<file path="src/rtl/rst_seq_pkg.sv">
package rst_seq_pkg;
  typedef enum logic [1:0] {
    ST_HOLD = 2'd0,
    ST_TAIL = 2'd1,
    ST_RUN  = 2'd2,
    ST_PIN  = 2'd3
  } seq_state_e;

  typedef struct packed {
    logic wdog;
    logic lvd;
    logic pin;
    logic por;
  } rst_cause_t;
endpackage

</file>
<file path="src/rtl/rst_prescaler.sv">
module rst_prescaler #(
  parameter int CNT_W = 13
) (
  input  logic             clk_i,
  input  logic             rst_ni,
  input  logic             clr_i,
  output logic [CNT_W-1:0] cnt_o,
  output logic             tick_o
);
  logic [CNT_W-1:0] cnt_q;
  logic             tick_q;

  always_ff @(negedge clk_i or negedge rst_ni) begin
    if (!rst_ni) begin
      cnt_q  <= '0;
      tick_q <= 1'b0;
    end else if (clr_i) begin
      cnt_q  <= '0;
      tick_q <= 1'b0;
    end else begin
      cnt_q  <= cnt_q + CNT_W'(1);
      tick_q <= &cnt_q;
    end
  end

  assign cnt_o  = cnt_q;
  assign tick_o = tick_q;

  p_tick_on_wrap_r8: assert property (@(negedge clk_i) disable iff (!rst_ni)
    tick_q |-> (cnt_q == '0));
endmodule

</file>
<file path="src/rtl/rst_lvd_filter.sv">
module rst_lvd_filter #(
  parameter int LVD_QUAL = 9
) (
  input  logic clk_i,
  input  logic rst_ni,
  input  logic lvd_i,
  output logic qual_o
);
  localparam int QW = $clog2(LVD_QUAL + 1);
  localparam logic [QW-1:0] QMAX = QW'(LVD_QUAL);

  logic [QW-1:0] run_q;

  always_ff @(negedge clk_i or negedge rst_ni) begin
    if (!rst_ni)            run_q <= '0;
    else if (!lvd_i)        run_q <= '0;
    else if (run_q != QMAX) run_q <= run_q + QW'(1);
  end

  assign qual_o = (run_q == QMAX);

  p_qual_needs_run_r4: assert property (@(negedge clk_i) disable iff (!rst_ni)
    $rose(qual_o) |-> $past(lvd_i));
endmodule

</file>
<file path="src/rtl/rst_pin_sync.sv">
module rst_pin_sync #(
  parameter int STAGES = 2
) (
  input  logic clk_i,
  input  logic rst_ni,
  input  logic pin_ni,
  output logic pin_low_o
);
  logic [STAGES-1:0] sync_q;

  always_ff @(negedge clk_i or negedge rst_ni) begin
    if (!rst_ni) sync_q <= '0;
    else         sync_q <= {sync_q[STAGES-2:0], pin_ni};
  end

  assign pin_low_o = !sync_q[STAGES-1];
endmodule

</file>
<file path="src/rtl/rst_sequencer.sv">
module rst_sequencer
  import rst_seq_pkg::*;
#(
  parameter int CNT_W    = 13,
  parameter int HOLD_CYC = 4096,
  parameter int TAIL_CYC = 64
) (
  input  logic             clk_i,
  input  logic             rst_ni,
  input  logic [CNT_W-1:0] cnt_i,
  input  logic             lvd_qual_i,
  input  logic             wdog_rst_i,
  input  logic             pin_low_i,
  output logic             cnt_clr_o,
  output logic             pin_drive_o,
  output logic             cpu_rst_no,
  output logic             bus_clk_en_o,
  output rst_cause_t       cause_o
);
  localparam int TW = (TAIL_CYC > 1) ? $clog2(TAIL_CYC) : 1;
  localparam logic [CNT_W-1:0] HOLD_LAST = CNT_W'(HOLD_CYC - 1);
  localparam logic [TW-1:0]    TAIL_LAST = TW'(TAIL_CYC - 1);

  seq_state_e state_q, state_d;
  logic [TW-1:0] tail_q, tail_d;
  rst_cause_t cause_q, cause_d;
  logic bus_q, bus_d;
  logic int_req, hold_done;

  assign int_req   = lvd_qual_i | wdog_rst_i;
  assign hold_done = (cnt_i == HOLD_LAST);
  assign cnt_clr_o = int_req;

  always_comb begin
    state_d = state_q;
    tail_d  = tail_q;
    cause_d = cause_q;
    bus_d   = bus_q;
    if (int_req) begin
      state_d = ST_HOLD;
      cause_d = '0;
      if (lvd_qual_i) cause_d.lvd  = 1'b1;
      else            cause_d.wdog = 1'b1;
    end else begin
      unique case (state_q)
        ST_HOLD: if (hold_done) begin
          state_d = ST_TAIL;
          tail_d  = '0;
          bus_d   = 1'b1;
        end
        ST_TAIL: begin
          if (tail_q == TAIL_LAST) state_d = ST_RUN;
          else                     tail_d  = tail_q + TW'(1);
        end
        ST_RUN: if (pin_low_i) begin
          state_d = ST_PIN;
          cause_d = '0;
          cause_d.pin = 1'b1;
        end
        ST_PIN: if (!pin_low_i) begin
          state_d = ST_TAIL;
          tail_d  = '0;
        end
        default: state_d = ST_HOLD;
      endcase
    end
  end

  always_ff @(negedge clk_i or negedge rst_ni) begin
    if (!rst_ni) begin
      state_q <= ST_HOLD;
      tail_q  <= '0;
      cause_q <= '{wdog: 1'b0, lvd: 1'b0, pin: 1'b0, por: 1'b1};
      bus_q   <= 1'b0;
    end else begin
      state_q <= state_d;
      tail_q  <= tail_d;
      cause_q <= cause_d;
      bus_q   <= bus_d;
    end
  end

  assign pin_drive_o  = (state_q == ST_HOLD);
  assign cpu_rst_no   = (state_q == ST_RUN);
  assign bus_clk_en_o = bus_q;
  assign cause_o      = cause_q;

  p_restart_r10: assert property (@(negedge clk_i) disable iff (!rst_ni)
    int_req |=> (pin_drive_o && !cpu_rst_no));
  p_release_after_tail_r3: assert property (@(negedge clk_i) disable iff (!rst_ni)
    $rose(cpu_rst_no) |-> ($past(state_q) == ST_TAIL));
  p_bus_sticky_r9: assert property (@(negedge clk_i) disable iff (!rst_ni)
    bus_clk_en_o |=> bus_clk_en_o);
  p_single_cause_r5: assert property (@(negedge clk_i) disable iff (!rst_ni)
    $countones(cause_q) == 1);
  p_pin_not_driven_r7: assert property (@(negedge clk_i) disable iff (!rst_ni)
    $rose(cause_q.pin) |-> !pin_drive_o);
endmodule

</file>
<file path="src/rtl/rst_seq_top.sv">
module rst_seq_top #(
  parameter int CNT_W    = 13,
  parameter int HOLD_CYC = 4096,
  parameter int TAIL_CYC = 64,
  parameter int LVD_QUAL = 9
) (
  input  logic       clk_i,
  input  logic       rst_ni,
  input  logic       lvd_i,
  input  logic       wdog_rst_i,
  input  logic       pin_rst_ni,
  output logic       pin_rst_drive_o,
  output logic       cpu_rst_no,
  output logic       bus_clk_en_o,
  output logic       wdog_tick_o,
  output logic [3:0] rst_cause_o
);
  import rst_seq_pkg::*;

  logic [CNT_W-1:0] cnt;
  logic cnt_clr, lvd_qual, pin_low;
  rst_cause_t cause;

  rst_prescaler #(.CNT_W(CNT_W)) u_presc (
    .clk_i (clk_i),
    .rst_ni(rst_ni),
    .clr_i (cnt_clr),
    .cnt_o (cnt),
    .tick_o(wdog_tick_o)
  );

  rst_lvd_filter #(.LVD_QUAL(LVD_QUAL)) u_lvd (
    .clk_i (clk_i),
    .rst_ni(rst_ni),
    .lvd_i (lvd_i),
    .qual_o(lvd_qual)
  );

  rst_pin_sync #(.STAGES(2)) u_pin (
    .clk_i    (clk_i),
    .rst_ni   (rst_ni),
    .pin_ni   (pin_rst_ni),
    .pin_low_o(pin_low)
  );

  rst_sequencer #(
    .CNT_W   (CNT_W),
    .HOLD_CYC(HOLD_CYC),
    .TAIL_CYC(TAIL_CYC)
  ) u_seq (
    .clk_i       (clk_i),
    .rst_ni      (rst_ni),
    .cnt_i       (cnt),
    .lvd_qual_i  (lvd_qual),
    .wdog_rst_i  (wdog_rst_i),
    .pin_low_i   (pin_low),
    .cnt_clr_o   (cnt_clr),
    .pin_drive_o (pin_rst_drive_o),
    .cpu_rst_no  (cpu_rst_no),
    .bus_clk_en_o(bus_clk_en_o),
    .cause_o     (cause)
  );

  assign rst_cause_o = cause;

  p_hold_span_r2: assert property (@(negedge clk_i) disable iff (!rst_ni)
    $fell(pin_rst_drive_o) |-> (cnt == CNT_W'(HOLD_CYC)));
  p_ext_keeps_count_r7: assert property (@(negedge clk_i) disable iff (!rst_ni)
    (!cpu_rst_no && !pin_rst_drive_o && !cnt_clr) |=> (cnt == $past(cnt) + CNT_W'(1)));
endmodule

</file>
<file path="config.mk">
export PLATFORM = sky130hd
export DESIGN_NAME = rst_seq_top
export DESIGN_NICKNAME = d
export VERILOG_FILES = /design/src/rtl/rst_seq_pkg.sv /design/src/rtl/rst_prescaler.sv /design/src/rtl/rst_lvd_filter.sv /design/src/rtl/rst_pin_sync.sv /design/src/rtl/rst_sequencer.sv /design/src/rtl/rst_seq_top.sv
export SDC_FILE = /design/constraint.sdc
export NUM_CORES = 1
export LEC_CHECK = 0
export CELL_PAD_IN_SITES_DETAIL_PLACEMENT = 1
export CELL_PAD_IN_SITES_GLOBAL_PLACEMENT = 1
export CORE_UTILIZATION = 47
export CTS_BUF_LIST = sky130_fd_sc_hd__clkbuf_4
export DETAILED_ROUTE_END_ITERATION = 8
export MAX_ROUTING_LAYER = met4
export PLACE_DENSITY_LB_ADDON = 0.1
export SLEW_MARGIN = 40
export SYNTH_ARGS = -nofsm -noshare
export SYNTH_HDL_FRONTEND = slang
export SYNTH_SLANG_ARGS = --single-unit
</file>
<file path="constraint.sdc">
create_clock -name clk_i -period 2.2 [get_ports clk_i]
set_input_delay 0.44 -clock clk_i [delete_from_list [all_inputs] [get_ports clk_i]]
set_output_delay 0.44 -clock clk_i [all_outputs]
set_load 0.01 [all_outputs]
</file>
==> run metrics <==
Hold Crit Class flop to flop; Bufs on Longest Clock Path 2; CP endpoint kind primary output; met2 Usage GRT 0.472; I/O pin count 13; TritonCTS buffer count 5; worst setup path start u_seq.state_q[0]; Routed WL 4.18 mm; setup_tns -2.57 ns; grt ovf 0; status finished with violations; register area share after synthesis 0.498; critical path's largest stage delay 0.47 ns; share of layout cells above drive strength 1 0.268; Cell Count, Final, Fillers Out 240; Final Hold Fails 0; leading post-synthesis cells by cell area dfrtn_1 48%, ha_1 6.0%, xnor2_1 5.3%; Final Worst Setup Slack -0.541 ns; Iter 0 DRT Violations 77; CP arrival 2.30 ns; Initial DRT Pass Iterations 4; HP Start u_pin.sync_q[0]; power per cell area 512 nW/um2; RSZ-0062 raised after global routing yes; hold slack 0.301 ns; Cell variety after synth 43; post-synthesis register bit count 33; syn avg cell area 10.7 um2; Worst Hold Endpoint u_pin.sync_q[1]; WS Path Type flop to primary output; Syn Nets 168; maximum VDD drop 329 uV; CTS root buf clkbuf_4; Cell Area, Synth 1660 um2; crit path max-delay cell type dfrtn_1; post-synth top area share 0.483; Placement Rows 21; DRT antenna net count 0; met1 usage 0.276; DR vias/cell 5.47; Syn. warnings 0; failing checks setup timing; clk_skew 0.0602 ns; MaxCap Viol Count 0; Final Wtd Congestion 0.809; CTS tree done; core area 3360 um2; ant diodes 0; M3 GR Usage 0.0714; Hold Path Depth 0; nets 206; R2R Setup Slk 0.19 ns; Slew @ Worst Pin 0.497 ns; largest net degree at the start of global routing 21; max-slew violation count 0; DRC Markers 0; clock latency on the worst-skew pair 0.39 ns; global-route wire length before repair 6.79 mm; width of the die 61.4 um; DP HPWL 2.71 mm; full die area 3770 um2; commonest cells after routing, fill and taps aside 32 x dfrtn_1, 18 x buf_4, 14 x nor2_1; Tot GR Track Use 0.271; vias in the first global route 1,436; R2R Path Start u_seq.state_q[1]; placed insts 223; via count 1,313; Synth async-reset ratio 1.00; reg2reg end u_seq.state_q[1]; Finish-stage setup viols 8; clk sink count 33; Port Buf Inserts 12; chip height 61.4 um; crit-path cells inv_2, ha_4, buf_6; FILL cells 386; cts hold-fix bufs 0; commonest non-fill, non-tap cell in the layout dfrtn_1; H-tree levels 2; CP startpoint kind flop; Crit path required time 1.76 ns; Rel. slew slack 0.666; Leakage Power 0.983 nW; worst-path maximum fanout 2; Reg2Reg Depth 9; CTS clk-pin slew, worst paths 0.08 ns; EDFF count, synth 0; gr busiest metal met2; Initial Utilization 0.493; Synth Instances 155; P&R area growth vs syn 24.8%; drt wl/cell 17.4 um; largest area contributor in the netlist dfrtn_1; antenna violations before repair 0; Synth Flop Type dfrtn_1
==> power by group <==
group	switching [mW]	total, mW	internal, mW
Combinational	0.0352	0.0667	0.0315
Clock	0.226	0.361	0.135
Sequential	0.0108	0.632	0.622
==> repair_timing <==
item,in CTS,in global routing
gates resized for setup,46,1
endpoints found under the setup margin,33,10
pin swaps,3,2
buffers inserted,4,5
==> sequential cells by signal (all words and copies together) (netlist names) <==
name,flops
u_presc.cnt_o,13
u_seq.tail_q,6
u_lvd.run_q,4
u_seq.cause_o,4
u_pin.sync_q,2
u_seq.state_q,2
u_presc.tick_o,1
u_seq.bus_clk_en_o,1
==> worst max-delay path: cells and delay by family (launching register included) <==
family	cells	cell delay, ns
flip-flops	1	0.47
buffers and inverters	2	0.21
adder cells (fa/ha/maj)	1	0.18
==> routing by layer <==
| layer | up-vias | routed length [um] | share of wire |
|---|---|---|---|
| li1 | 622 | - | - |
| met5 | - | 0 | 0 |
| met4 | 0 | 114 | 0.027 |
| met3 | 12 | 108 | 0.026 |
| met1 | 658 | 1620 | 0.39 |
| met2 | 21 | 2340 | 0.56 |
==> cell families after synthesis <==
family,Yosys count,share of synthesized area
AND/OR/NAND/NOR,62,0.216
XOR/XNOR,12,0.0633
buffers and inverters,11,0.0294
multiplexers,1,0.00603
flip-flops,33,0.498
adder cells (fa/ha/maj),8,0.0603
AO/OA/AOI/OAI,28,0.127
==> layout make-up <==
| class | count | area, um2 | area share |
|---|---|---|---|
| inverters | 8 | 32.5 | 0.0157 |
| flip-flops and latches | 33 | 827 | 0.399 |
| repair buffers | 33 | 280 | 0.135 |
| clock buffers | 6 | 45.0 | 0.0218 |
| clock inverters | 3 | 13.8 | 0.00665 |
| well taps | 46 | 57.6 | 0.0278 |
| multi-input cells | 111 | 815 | 0.393 |
==> through the flow <==
step	cell area [um2]	setup WS, ns	utilization	power, mW
3_5_place_dp	1950	-0.670	0.578	0.717
2_1_floorplan	1670	-0.0645	-	0.672
4_1_cts	2030	-0.525	0.605	1.07
3_3_place_gp	1950	-0.637	0.578	0.713
6_report	2070	-0.541	0.616	1.06
5_1_grt	2070	-0.593	0.616	1.11
==> how the worst max path moves through the flow <==
stage,to,slack (ns),cells past startpoint
2_1_floorplan,u_seq.tail_q[0],-0.06,3
3_3_place_gp,u_seq.tail_q[1],-0.64,4
3_5_place_dp,u_seq.tail_q[4],-0.67,4
4_1_cts,pin_rst_drive_o,-0.52,4
5_1_grt,pin_rst_drive_o,-0.59,4
6_report,cpu_rst_no,-0.54,3
==> cells in the mapped netlist, types with 2 or more instances <==
library cell  instances
dfrtn_1              32
nor3_1                5
nand3b_1              2
a31oi_1               3
nand2_1              11
nand4_1               3
nand2b_1              2
o21ai_0               5
ha_1                  8
nand3_1               5
and3_1                5
a21oi_1               8
and2_1                5
xor2_1                2
xnor2_1              10
inv_1                 9
nor2_1               14
Power figures use the tool's default switching activity.
